`config.mk`:
```
export PLATFORM = sky130hd
export DESIGN_NAME = mac_addr_filter
export DESIGN_NICKNAME = d
export VERILOG_FILES = /design/src/rtl/mac_filt_pkg.sv /design/src/rtl/mac_filt_crc.sv /design/src/rtl/mac_filt_table.sv /design/src/rtl/mac_filt_match.sv /design/src/rtl/mac_addr_filter.sv
export SDC_FILE = /design/constraint.sdc
export NUM_CORES = 1
export LEC_CHECK = 0
export BUFFER_PORTS_ARGS = -buffer_cell sky130_fd_sc_hd__buf_4
export CAP_MARGIN = 20
export CORE_UTILIZATION = 60
export DETAILED_ROUTE_END_ITERATION = 10
export PLACE_DENSITY_LB_ADDON = 0.05
export SYNTH_ARGS = -nofsm -noshare
export SYNTH_HDL_FRONTEND = slang
export SYNTH_HIERARCHICAL = 1
export SYNTH_SLANG_ARGS = --single-unit
```
`constraint.sdc`:
```
create_clock -name clk -period 6.2 [get_ports clk]
set_input_delay 0.62 -clock clk [delete_from_list [all_inputs] [get_ports clk]]
set_output_delay 0.62 -clock clk [all_outputs]
set_load 0.03 [all_outputs]
```
`src/rtl/mac_filt_pkg.sv`:
```
package mac_filt_pkg;
  localparam int CFG_PROMISC = 0;
  localparam int CFG_PHYS    = 1;
  localparam int CFG_MCAST   = 2;
  localparam int CFG_BCAST   = 3;
  localparam int CFG_W       = 4;

  typedef struct packed {
    logic bcast;
    logic phys;
    logic grp;
  } addr_track_t;
endpackage

```
`src/rtl/mac_filt_crc.sv`:
```
module mac_filt_crc #(
  parameter int CRC_W = 32,
  parameter int BYTE_W = 8,
  parameter logic [CRC_W-1:0] POLY = 32'h04C11DB7,
  parameter logic [CRC_W-1:0] SEED = '1
) (
  input  logic              clk,
  input  logic              rst_n,
  input  logic              step,
  input  logic              restart,
  input  logic [BYTE_W-1:0] data,
  output logic [CRC_W-1:0]  crc_next,
  output logic [CRC_W-1:0]  crc_q
);
  // one byte per beat, bit 0 first
  always_comb begin
    logic [CRC_W-1:0] c;
    logic fb;
    c = restart ? SEED : crc_q;
    for (int i = 0; i < BYTE_W; i++) begin
      fb = c[CRC_W-1] ^ data[i];
      c = {c[CRC_W-2:0], 1'b0} ^ (fb ? POLY : '0);
    end
    crc_next = c;
  end

  always_ff @(posedge clk) begin
    if (!rst_n) crc_q <= SEED;
    else if (step) crc_q <= crc_next;
  end


  crc_hold_chk: assert property (@(posedge clk) disable iff (!rst_n)
    !step |=> $stable(crc_q));
endmodule

```
`src/rtl/mac_filt_table.sv`:
```
module mac_filt_table #(
  parameter int HASH_BITS = 6,
  parameter int WORD_W = 32,
  localparam int NWORDS = (1 << HASH_BITS) / WORD_W,
  localparam int SEL_W = (NWORDS > 1) ? $clog2(NWORDS) : 1,
  localparam int BIT_W = $clog2(WORD_W)
) (
  input  logic                 clk,
  input  logic                 rst_n,
  input  logic                 wr,
  input  logic [SEL_W-1:0]     sel,
  input  logic [WORD_W-1:0]    wdata,
  input  logic [HASH_BITS-1:0] idx,
  output logic                 hit
);
  logic [WORD_W-1:0] words [NWORDS];

  for (genvar w = 0; w < NWORDS; w++) begin : g_word
    logic [WORD_W-1:0] q;
    always_ff @(posedge clk) begin
      if (!rst_n) q <= '0;
      else if (wr && sel == SEL_W'(w)) q <= wdata;
    end
    assign words[w] = q;


    word_load_chk: assert property (@(posedge clk) disable iff (!rst_n)
      (wr && sel == SEL_W'(w)) |=> (q == $past(wdata)));
  end

  logic [HASH_BITS-BIT_W-1:0] word_sel;
  logic [BIT_W-1:0]           bit_sel;
  assign word_sel = idx[HASH_BITS-1:BIT_W];
  assign bit_sel  = idx[BIT_W-1:0];
  assign hit = words[word_sel][bit_sel];
endmodule

```
`src/rtl/mac_filt_match.sv`:
```
module mac_filt_match
  import mac_filt_pkg::*;
#(
  parameter int ADDR_BYTES = 6,
  parameter int BYTE_W = 8,
  parameter int CNT_W = 3,
  localparam int ADDR_W = ADDR_BYTES * BYTE_W
) (
  input  logic              clk,
  input  logic              rst_n,
  input  logic              take,
  input  logic              first,
  input  logic [CNT_W-1:0]  idx,
  input  logic [BYTE_W-1:0] data,
  input  logic [ADDR_W-1:0] station,
  output addr_track_t       trk_next
);
  addr_track_t       trk_q;
  logic [BYTE_W-1:0] st_byte;

  assign st_byte = station[int'(idx)*BYTE_W +: BYTE_W];

  always_comb begin
    trk_next.phys  = (first ? 1'b1 : trk_q.phys)  & (data == st_byte);
    trk_next.bcast = (first ? 1'b1 : trk_q.bcast) & (&data);
    trk_next.grp   = first ? data[0] : trk_q.grp;
  end

  always_ff @(posedge clk) begin
    if (!rst_n) trk_q <= '0;
    else if (take) trk_q <= trk_next;
  end


  grp_hold_chk: assert property (@(posedge clk) disable iff (!rst_n)
    (take && !first) |=> (trk_q.grp == $past(trk_q.grp)));
endmodule

```
`src/rtl/mac_addr_filter.sv`:
```
module mac_addr_filter
  import mac_filt_pkg::*;
#(
  parameter int ADDR_BYTES = 6,
  parameter int BYTE_W = 8,
  parameter int CRC_W = 32,
  parameter int HASH_BITS = 6,
  parameter int TBL_WORD_W = 32,
  parameter logic [CRC_W-1:0] CRC_POLY = 32'h04C11DB7,
  parameter logic [CRC_W-1:0] CRC_SEED = '1,
  localparam int ADDR_W = ADDR_BYTES * BYTE_W,
  localparam int TBL_WORDS = (1 << HASH_BITS) / TBL_WORD_W,
  localparam int TBL_SEL_W = (TBL_WORDS > 1) ? $clog2(TBL_WORDS) : 1
) (
  input  logic                  clk,
  input  logic                  rst_n,
  input  logic                  in_valid,
  output logic                  in_ready,
  input  logic                  in_sof,
  input  logic [BYTE_W-1:0]     in_data,
  input  logic [CFG_W-1:0]      cfg_mode,
  input  logic [ADDR_W-1:0]     station_addr,
  input  logic                  tbl_wr,
  input  logic [TBL_SEL_W-1:0]  tbl_sel,
  input  logic [TBL_WORD_W-1:0] tbl_wdata,
  output logic                  dec_valid,
  output logic                  dec_accept,
  output logic                  dec_bcast,
  output logic                  dec_phys,
  output logic                  dec_mcast,
  output logic [HASH_BITS-1:0]  dec_hash_idx
);
  localparam int CNT_W = $clog2(ADDR_BYTES + 1);
  localparam logic [CNT_W-1:0] IDLE_POS = CNT_W'(ADDR_BYTES);
  localparam logic [CNT_W-1:0] LAST_POS = CNT_W'(ADDR_BYTES - 1);

  logic             rdy_q;
  logic [CNT_W-1:0] pos_q;
  logic [CNT_W-1:0] cur_idx;
  logic             beat, take, first, last;
  logic [CRC_W-1:0] crc_next, crc_q;
  logic [HASH_BITS-1:0] idx_now;
  logic             hit;
  addr_track_t      trk_next;
  logic             mc_now;

  assign in_ready = rdy_q;
  assign beat     = in_valid && rdy_q;
  assign cur_idx  = in_sof ? '0 : pos_q;
  assign take     = beat && (in_sof || pos_q < IDLE_POS);
  assign first    = (cur_idx == '0);
  assign last     = take && (cur_idx == LAST_POS);

  always_ff @(posedge clk) begin
    if (!rst_n) begin
      rdy_q <= 1'b0;
      pos_q <= IDLE_POS;
    end else begin
      rdy_q <= 1'b1;
      if (take) pos_q <= cur_idx + 1'b1;
    end
  end

  mac_filt_crc #(
    .CRC_W(CRC_W), .BYTE_W(BYTE_W), .POLY(CRC_POLY), .SEED(CRC_SEED)
  ) u_crc (
    .clk(clk), .rst_n(rst_n), .step(take), .restart(first),
    .data(in_data), .crc_next(crc_next), .crc_q(crc_q)
  );

  assign idx_now = crc_next[CRC_W-1 -: HASH_BITS];

  mac_filt_table #(
    .HASH_BITS(HASH_BITS), .WORD_W(TBL_WORD_W)
  ) u_tbl (
    .clk(clk), .rst_n(rst_n), .wr(tbl_wr), .sel(tbl_sel),
    .wdata(tbl_wdata), .idx(idx_now), .hit(hit)
  );

  mac_filt_match #(
    .ADDR_BYTES(ADDR_BYTES), .BYTE_W(BYTE_W), .CNT_W(CNT_W)
  ) u_match (
    .clk(clk), .rst_n(rst_n), .take(take), .first(first), .idx(cur_idx),
    .data(in_data), .station(station_addr), .trk_next(trk_next)
  );

  assign mc_now = trk_next.grp && !trk_next.bcast && hit;

  always_ff @(posedge clk) begin
    if (!rst_n) begin
      dec_valid    <= 1'b0;
      dec_accept   <= 1'b0;
      dec_bcast    <= 1'b0;
      dec_phys     <= 1'b0;
      dec_mcast    <= 1'b0;
      dec_hash_idx <= '0;
    end else begin
      dec_valid <= last;
      if (last) begin
        dec_bcast    <= trk_next.bcast;
        dec_phys     <= trk_next.phys;
        dec_mcast    <= mc_now;
        dec_hash_idx <= idx_now;
        dec_accept   <= cfg_mode[CFG_PROMISC]
                      | (cfg_mode[CFG_PHYS]  & trk_next.phys)
                      | (cfg_mode[CFG_MCAST] & mc_now)
                      | (cfg_mode[CFG_BCAST] & trk_next.bcast);
      end
    end
  end


  dec_after_last_chk: assert property (@(posedge clk) disable iff (!rst_n)
    last |=> dec_valid);

  dec_pulse_chk: assert property (@(posedge clk) disable iff (!rst_n)
    dec_valid |=> !dec_valid);

  bcast_not_hashed_chk: assert property (@(posedge clk) disable iff (!rst_n)
    dec_valid |-> !(dec_bcast && dec_mcast));

  promisc_accept_chk: assert property (@(posedge clk) disable iff (!rst_n)
    (dec_valid && !dec_accept) |-> !$past(cfg_mode[CFG_PROMISC]));

  ready_hold_chk: assert property (@(posedge clk) disable iff (!rst_n)
    in_ready |=> in_ready);
endmodule

```
==> results.yml, run 1 <==
layout:
  fin_nets: 929
  antenna_cells: 0
  drive_gt1_share_pct: 24.7
  num-fill-cells: 806
  syn2layout_area_growth_pct: 20.7
clock_tree:
  cts_setup_buffers: 0
  cts_resized: 0
  clk_path_buf_depth: 2
  htreeDepth: 4
  clock_latency_ps: 520
  tritoncts: "yes"
  cts_root_buf: "clkbuf_8"
  clk_pin_slew_ps: 60
  cts.sinks: 114
  holdBufCountCts: 0
  cts_buffers: 17
place:
  place.gp.congestion: 0.837
  numPortBuffers: 109
  hpwl_um: 11000
status:
  status: "finished clean"
sta:
  fmax_ghz: 0.214
  relSlewSlack_pct: 37.3
  holdWs_ps: 361
  tns_ps: 0
  hold_violations: 0
  period_share_pct: 75.5
  tightestPinTransition_ps: 940
  setup_violations: 0
  skew_ps: 5.48
  rsz0062_at_grt: "no"
  slew_viol_final: 0
  fin_crit_ps: 4680
synth:
  synth_cells: 745
  syn_area_per_cell_um2: 9.04
  synth_warnings: 6
  syn_area_mm2: 0.00674
  synth_fp_nets: 846
route:
  vias: 5433
  wirelength_um: 16400
  wire_per_inst_um: 16.7
  viasPerCell: 5.54
  drc_errors: 0
  ant_nets: 0
  dr.pass1.iters: 4
  drtIter0Drc: 317
setup_path:
  critPathRequiredTime_ps: 6600
  crit_arrival_ps: 5080
  endpoint_kind: "flip-flop"
  crit_type: "reg2reg"
  crit_path_start_kind: "flip-flop"
  crit_fanout: 10
pwr:
  leakage_nw: 3.28
  ir_drop_uv: 293
  power.density_mw_per_mm2: 302
grt:
  grt.overflow.total: 0
  grt_max_degree: 107
  grt_pass1_vias: 5265
  grt_pass1_wl_um: 25600
  grt_antenna_before_repair: 0
  track_usage_pct: 28.9
die:
  die_h_um: 108
  start_util_pct: 61.9
  core_area_mm2: 0.0109
  rows: 38
  ioPinCount: 110
  die_x_um: 108
  die-area_mm2: 0.0117
run:
  max_cap_violations: 0
min_path:
  min-delay-path-class: "in2reg"
-- layout by cell type (no fill, tap or decap), types with 9 or more instances in the layout --
master	instances
buf_4	119
a21boi_0	64
clkbuf_16	16
xnor2_1	70
inv_1	9
xor2_1	29
mux2i_1	34
nor2b_1	9
nor2_1	48
dfxtp_1	114
nand2_1	159
a21oi_1	12
nand3_1	11
mux4_2	20
o21ai_0	16
-- final timing paths --
kind,slack [ps],cells past startpoint,from,end
hold reg to reg,470,2,u_tbl/g_word[1].q[11],u_tbl/g_word[1].q[11]
setup reg to reg,1520,16,pos_q[1],dec_accept
hold / removal,360,3,tbl_wdata[24],u_tbl/g_word[0].q[24]
setup / recovery,1520,16,pos_q[1],dec_accept
-- cell type report --
cell class	instances	area (um2)	area share (%)
flip-flops and latches	114	2280	28.1
well taps	140	175	2.15
inverters	9	33.8	0.415
repair buffers	121	936	11.5
clock inverters	14	130	1.60
multi-input cells	565	4150	51.0
clock buffers	18	428	5.26
-- through the flow --
step	std cells	power, mW	worst slack [ps]	util [%]	area, um2
floorplan	745	1.40	2030	-	6740
global placement	947	1.54	1460	69.2	7530
detailed placement	947	1.56	1310	69.2	7530
CTS	979	2.47	1520	74.3	8090
global route	981	2.57	1160	74.7	8130
finish	981	2.46	1520	74.7	8130
-- critical path: stages, from the launching register on --
cell,delay [ps]
dfxtp_1,370
or2b_1,240
ha_1,150
nor2b_2,310
nor2_1,130
xnor2_2,440
xnor2_2,230
xor2_2,680
buf_4,320
mux4_2,520
mux2i_1,150
and3_1,180
a2bb2oi_1,220
nor3_1,100
and4b_1,210
nor4_1,250
nor3_1,70
-- state kept, by name, summed over array words and instances (netlist names) --
signal,flops
dec_accept,1
dec_mcast,1
dec_valid,1
u_crc/crc_q,32
u_tbl/g_word.q,64
in_ready,1
pos_q,3
dec_bcast,1
dec_hash_idx,6
dec_phys,1
u_match/trk_q,3
-- where the power goes --
part           switching [mW]  internal, mW  total (mW)
combinational           0.366         0.375       0.741
clock                   0.358         0.546       0.905
sequential             0.0376         0.776       0.813
-- routing by layer --
metal / track usage (%) / share of wire (%) / up-vias
met3: 6.99 / 5.6 / 29
met5: 0 / 0 / -
met1: 34.0 / 41 / 2564
met4: 11.6 / 2.4 / 0
met2: 50.3 / 51 / 170
li1: - / - / 2670
Note: power is estimated with default switching activity, not from simulation.
==> inputs of run 2 (changes only) <==
--- a/config.mk
+++ b/config.mk
@@ -5,9 +5,10 @@
 export SDC_FILE = /design/constraint.sdc
 export NUM_CORES = 1
 export LEC_CHECK = 0
+export ABC_AREA = 1
 export BUFFER_PORTS_ARGS = -buffer_cell sky130_fd_sc_hd__buf_4
 export CAP_MARGIN = 20
-export CORE_UTILIZATION = 60
+export CORE_UTILIZATION = 58
 export DETAILED_ROUTE_END_ITERATION = 10
 export PLACE_DENSITY_LB_ADDON = 0.05
 export SYNTH_ARGS = -nofsm -noshare
==> constraint.sdc (replaced) <==
create_clock -name clk -period 4.9 [get_ports clk]
set_input_delay 0.49 -clock clk [delete_from_list [all_inputs] [get_ports clk]]
set_output_delay 0.49 -clock clk [all_outputs]
set_load 0.03 [all_outputs]
==> results.yml, run 2 <==
status:
  status: "finished clean"
sta:
  period_share_pct: 78.7
  slew_viol_final: 0
  relSlewSlack_pct: 28.5
  tns_ps: 0
  skew_ps: 5.81
  setup_violations: 0
  hold_violations: 0
  rsz0062_at_grt: "no"
  holdWs_ps: 302
  fin_crit_ps: 3860
  tightestPinTransition_ps: 1070
  fmax_ghz: 0.259
place:
  numPortBuffers: 109
  hpwl_um: 11500
  post-place-cells: 1285
  place.gp.congestion: 0.874
grt:
  grt_max_degree: 86
  grt_pass1_vias: 6174
  track_usage_pct: 29.2
  grt_pass1_wl_um: 29400
  grt_antenna_before_repair: 0
  grt.overflow.total: 0
setup_path:
  crit_path_start_kind: "flip-flop"
  cp-startpoint: "pos_q[1]"
  path_common_cell: "nand2_1"
  reg2reg_from: "pos_q[1]"
  cpPeakStageDelay_ps: 450
  crit_fanout: 16
  r2r_cells: 22
  r2r_slack_ps: 1040
  critPathRequiredTime_ps: 5210
  crit_arrival_ps: 4160
  crit_slowest_cell: "nor2_4"
  crit_family: "simple AND/OR/NAND/NOR gates"
  cp_cell_sequence: "nand2_1 > ha_1 > inv_1 > nor2_4 > o21ai_1 > nand2_2 > xor2_4 > inv_4 > nand2_1 > nand2_1 > inv_4 > nand3_1 > nand3_1 > nand2_1 > nand2_1 > nand3_1 > nand3_1 > nand2_1 > nand4_1 > nand3_1 > nor2_1 > nor2_1"
  crit_type: "reg2reg"
  endpoint_kind: "flip-flop"
  r2r-end: "dec_accept"
  path_buf_inv: 3
die:
  core_area_mm2: 0.0115
  die-area_mm2: 0.0123
  rows: 39
  die_x_um: 111
  start_util_pct: 60.0
  ioPinCount: 110
  die_h_um: 111
route:
  ant_nets: 0
  wire_per_inst_um: 13.3
  vias: 6864
  wirelength_um: 17500
  viasPerCell: 5.20
  dr.pass1.iters: 7
  drc_errors: 0
  drtIter0Drc: 582
pwr:
  power_frac_comb_pct: 26.1
  p_int_mw: 2.10
  power_frac_seq_pct: 33.1
  p_sw_share_pct: 32.0
  leakage_nw: 4.08
  power.share.clock_pct: 40.8
  ir_drop_uv: 361
  p_total_mw: 3.09
  power.density_mw_per_mm2: 373
  p_sw_mw: 0.991
layout:
  reg_top3: "u_tbl/g_word.q: 64 flops, u_crc/crc_q: 32 flops, dec_hash_idx: 6 flops"
  final-seq-area_mm2: 0.00228
  top_register: "u_tbl/g_word.q"
  layout_commonest_cell: "nand2_1"
  final_cells: 1319
  drive_gt1_share_pct: 17.4
  num-fill-cells: 1009
  fin_nets: 1264
  final_core_util_pct: 72.3
  multi_input_comb_area_mm2: 0.00394
  syn2layout_area_growth_pct: 20.5
  largest_reg_flops: 64
  layout_common_cells: "nand2_1, nor2_1, buf_4"
  antenna_cells: 0
min_path:
  holdPathEnd: "u_tbl/g_word[0].q[28]"
  worstHoldStart: "tbl_wdata[28]"
  min-delay-path-class: "in2reg"
  min_path_cells: 3
synth:
  synth_cells: 1076
  syn_area_per_cell_um2: 6.40
  synth_warnings: 6
  syn_area_mm2: 0.00688
  synth_fp_nets: 1177
clock_tree:
  cts_setup_buffers: 0
  htreeDepth: 4
  tritoncts: "yes"
  cts_root_buf: "clkbuf_16"
  cts_buffers: 17
  clk_pin_slew_ps: 50
  holdBufCountCts: 0
  clk_path_buf_depth: 2
  clock_latency_ps: 420
  cts.sinks: 114
  cts_resized: 0
run:
  max_cap_violations: 0
## run 2: worst max-delay path by stage
stage	to	slack [ps]	cells past startpoint
finish	dec_accept	1040	22
global route	dec_accept	720	22
CTS	dec_accept	1100	22
detailed placement	dec_accept	810	24
global placement	dec_accept	970	25
floorplan	dec_accept	1600	28
## run 2: final cells by class
| type | count | share of cell area (%) |
|---|---|---|
| Clock buffer | 20 | 5.39 |
| Clock inverter | 12 | 1.89 |
| Inverter | 89 | 4.18 |
| Multi-Input combinational cell | 821 | 47.5 |
| Sequential cell | 114 | 27.5 |
| Tap cell | 143 | 2.16 |
| Timing Repair Buffer | 120 | 11.4 |
## run 2: per-stage QoR
step / cell area (um2) / setup WS [ps]
floorplan: 6880 / 1600
global placement: 7630 / 975
detailed placement: 7630 / 815
CTS: 8230 / 1100
global route: 8290 / 718
finish: 8290 / 1040
## run 2: per-layer routing
metal | global-route usage [%] | vias up | wire (um)
met5 | 0 | - | 0
met4 | 6.93 | 0 | 174
met3 | 7.49 | 20 | 1140
met2 | 44.9 | 225 | 7870
met1 | 40.8 | 3083 | 8300
li1 | - | 3536 | -
## run 2: worst reg2reg max path, stage by stage (launching register included)
cell and delay (ps):
dfxtp_1 340, nand2_1 130, ha_1 160, inv_1 60, nor2_4 450, o21ai_1 150
nand2_2 240, xor2_4 350, inv_4 90, nand2_1 80, nand2_1 400, inv_4 360
nand3_1 120, nand3_1 100, nand2_1 60, nand2_1 50, nand3_1 100, nand3_1 130
nand2_1 70, nand4_1 90, nand3_1 70, nor2_1 90, nor2_1 50
## run 2: power by group through the flow
stage | Combinational, mW | Clock [mW] | Sequential [mW]
after floorplan | 0.599 | 0 | 1.03
after global placement | 0.776 | 0 | 1.04
after detailed placement | 0.787 | 0 | 1.04
after CTS | 0.794 | 1.27 | 1.02
after global routing | 0.903 | 1.32 | 1.03
final | 0.808 | 1.26 | 1.02
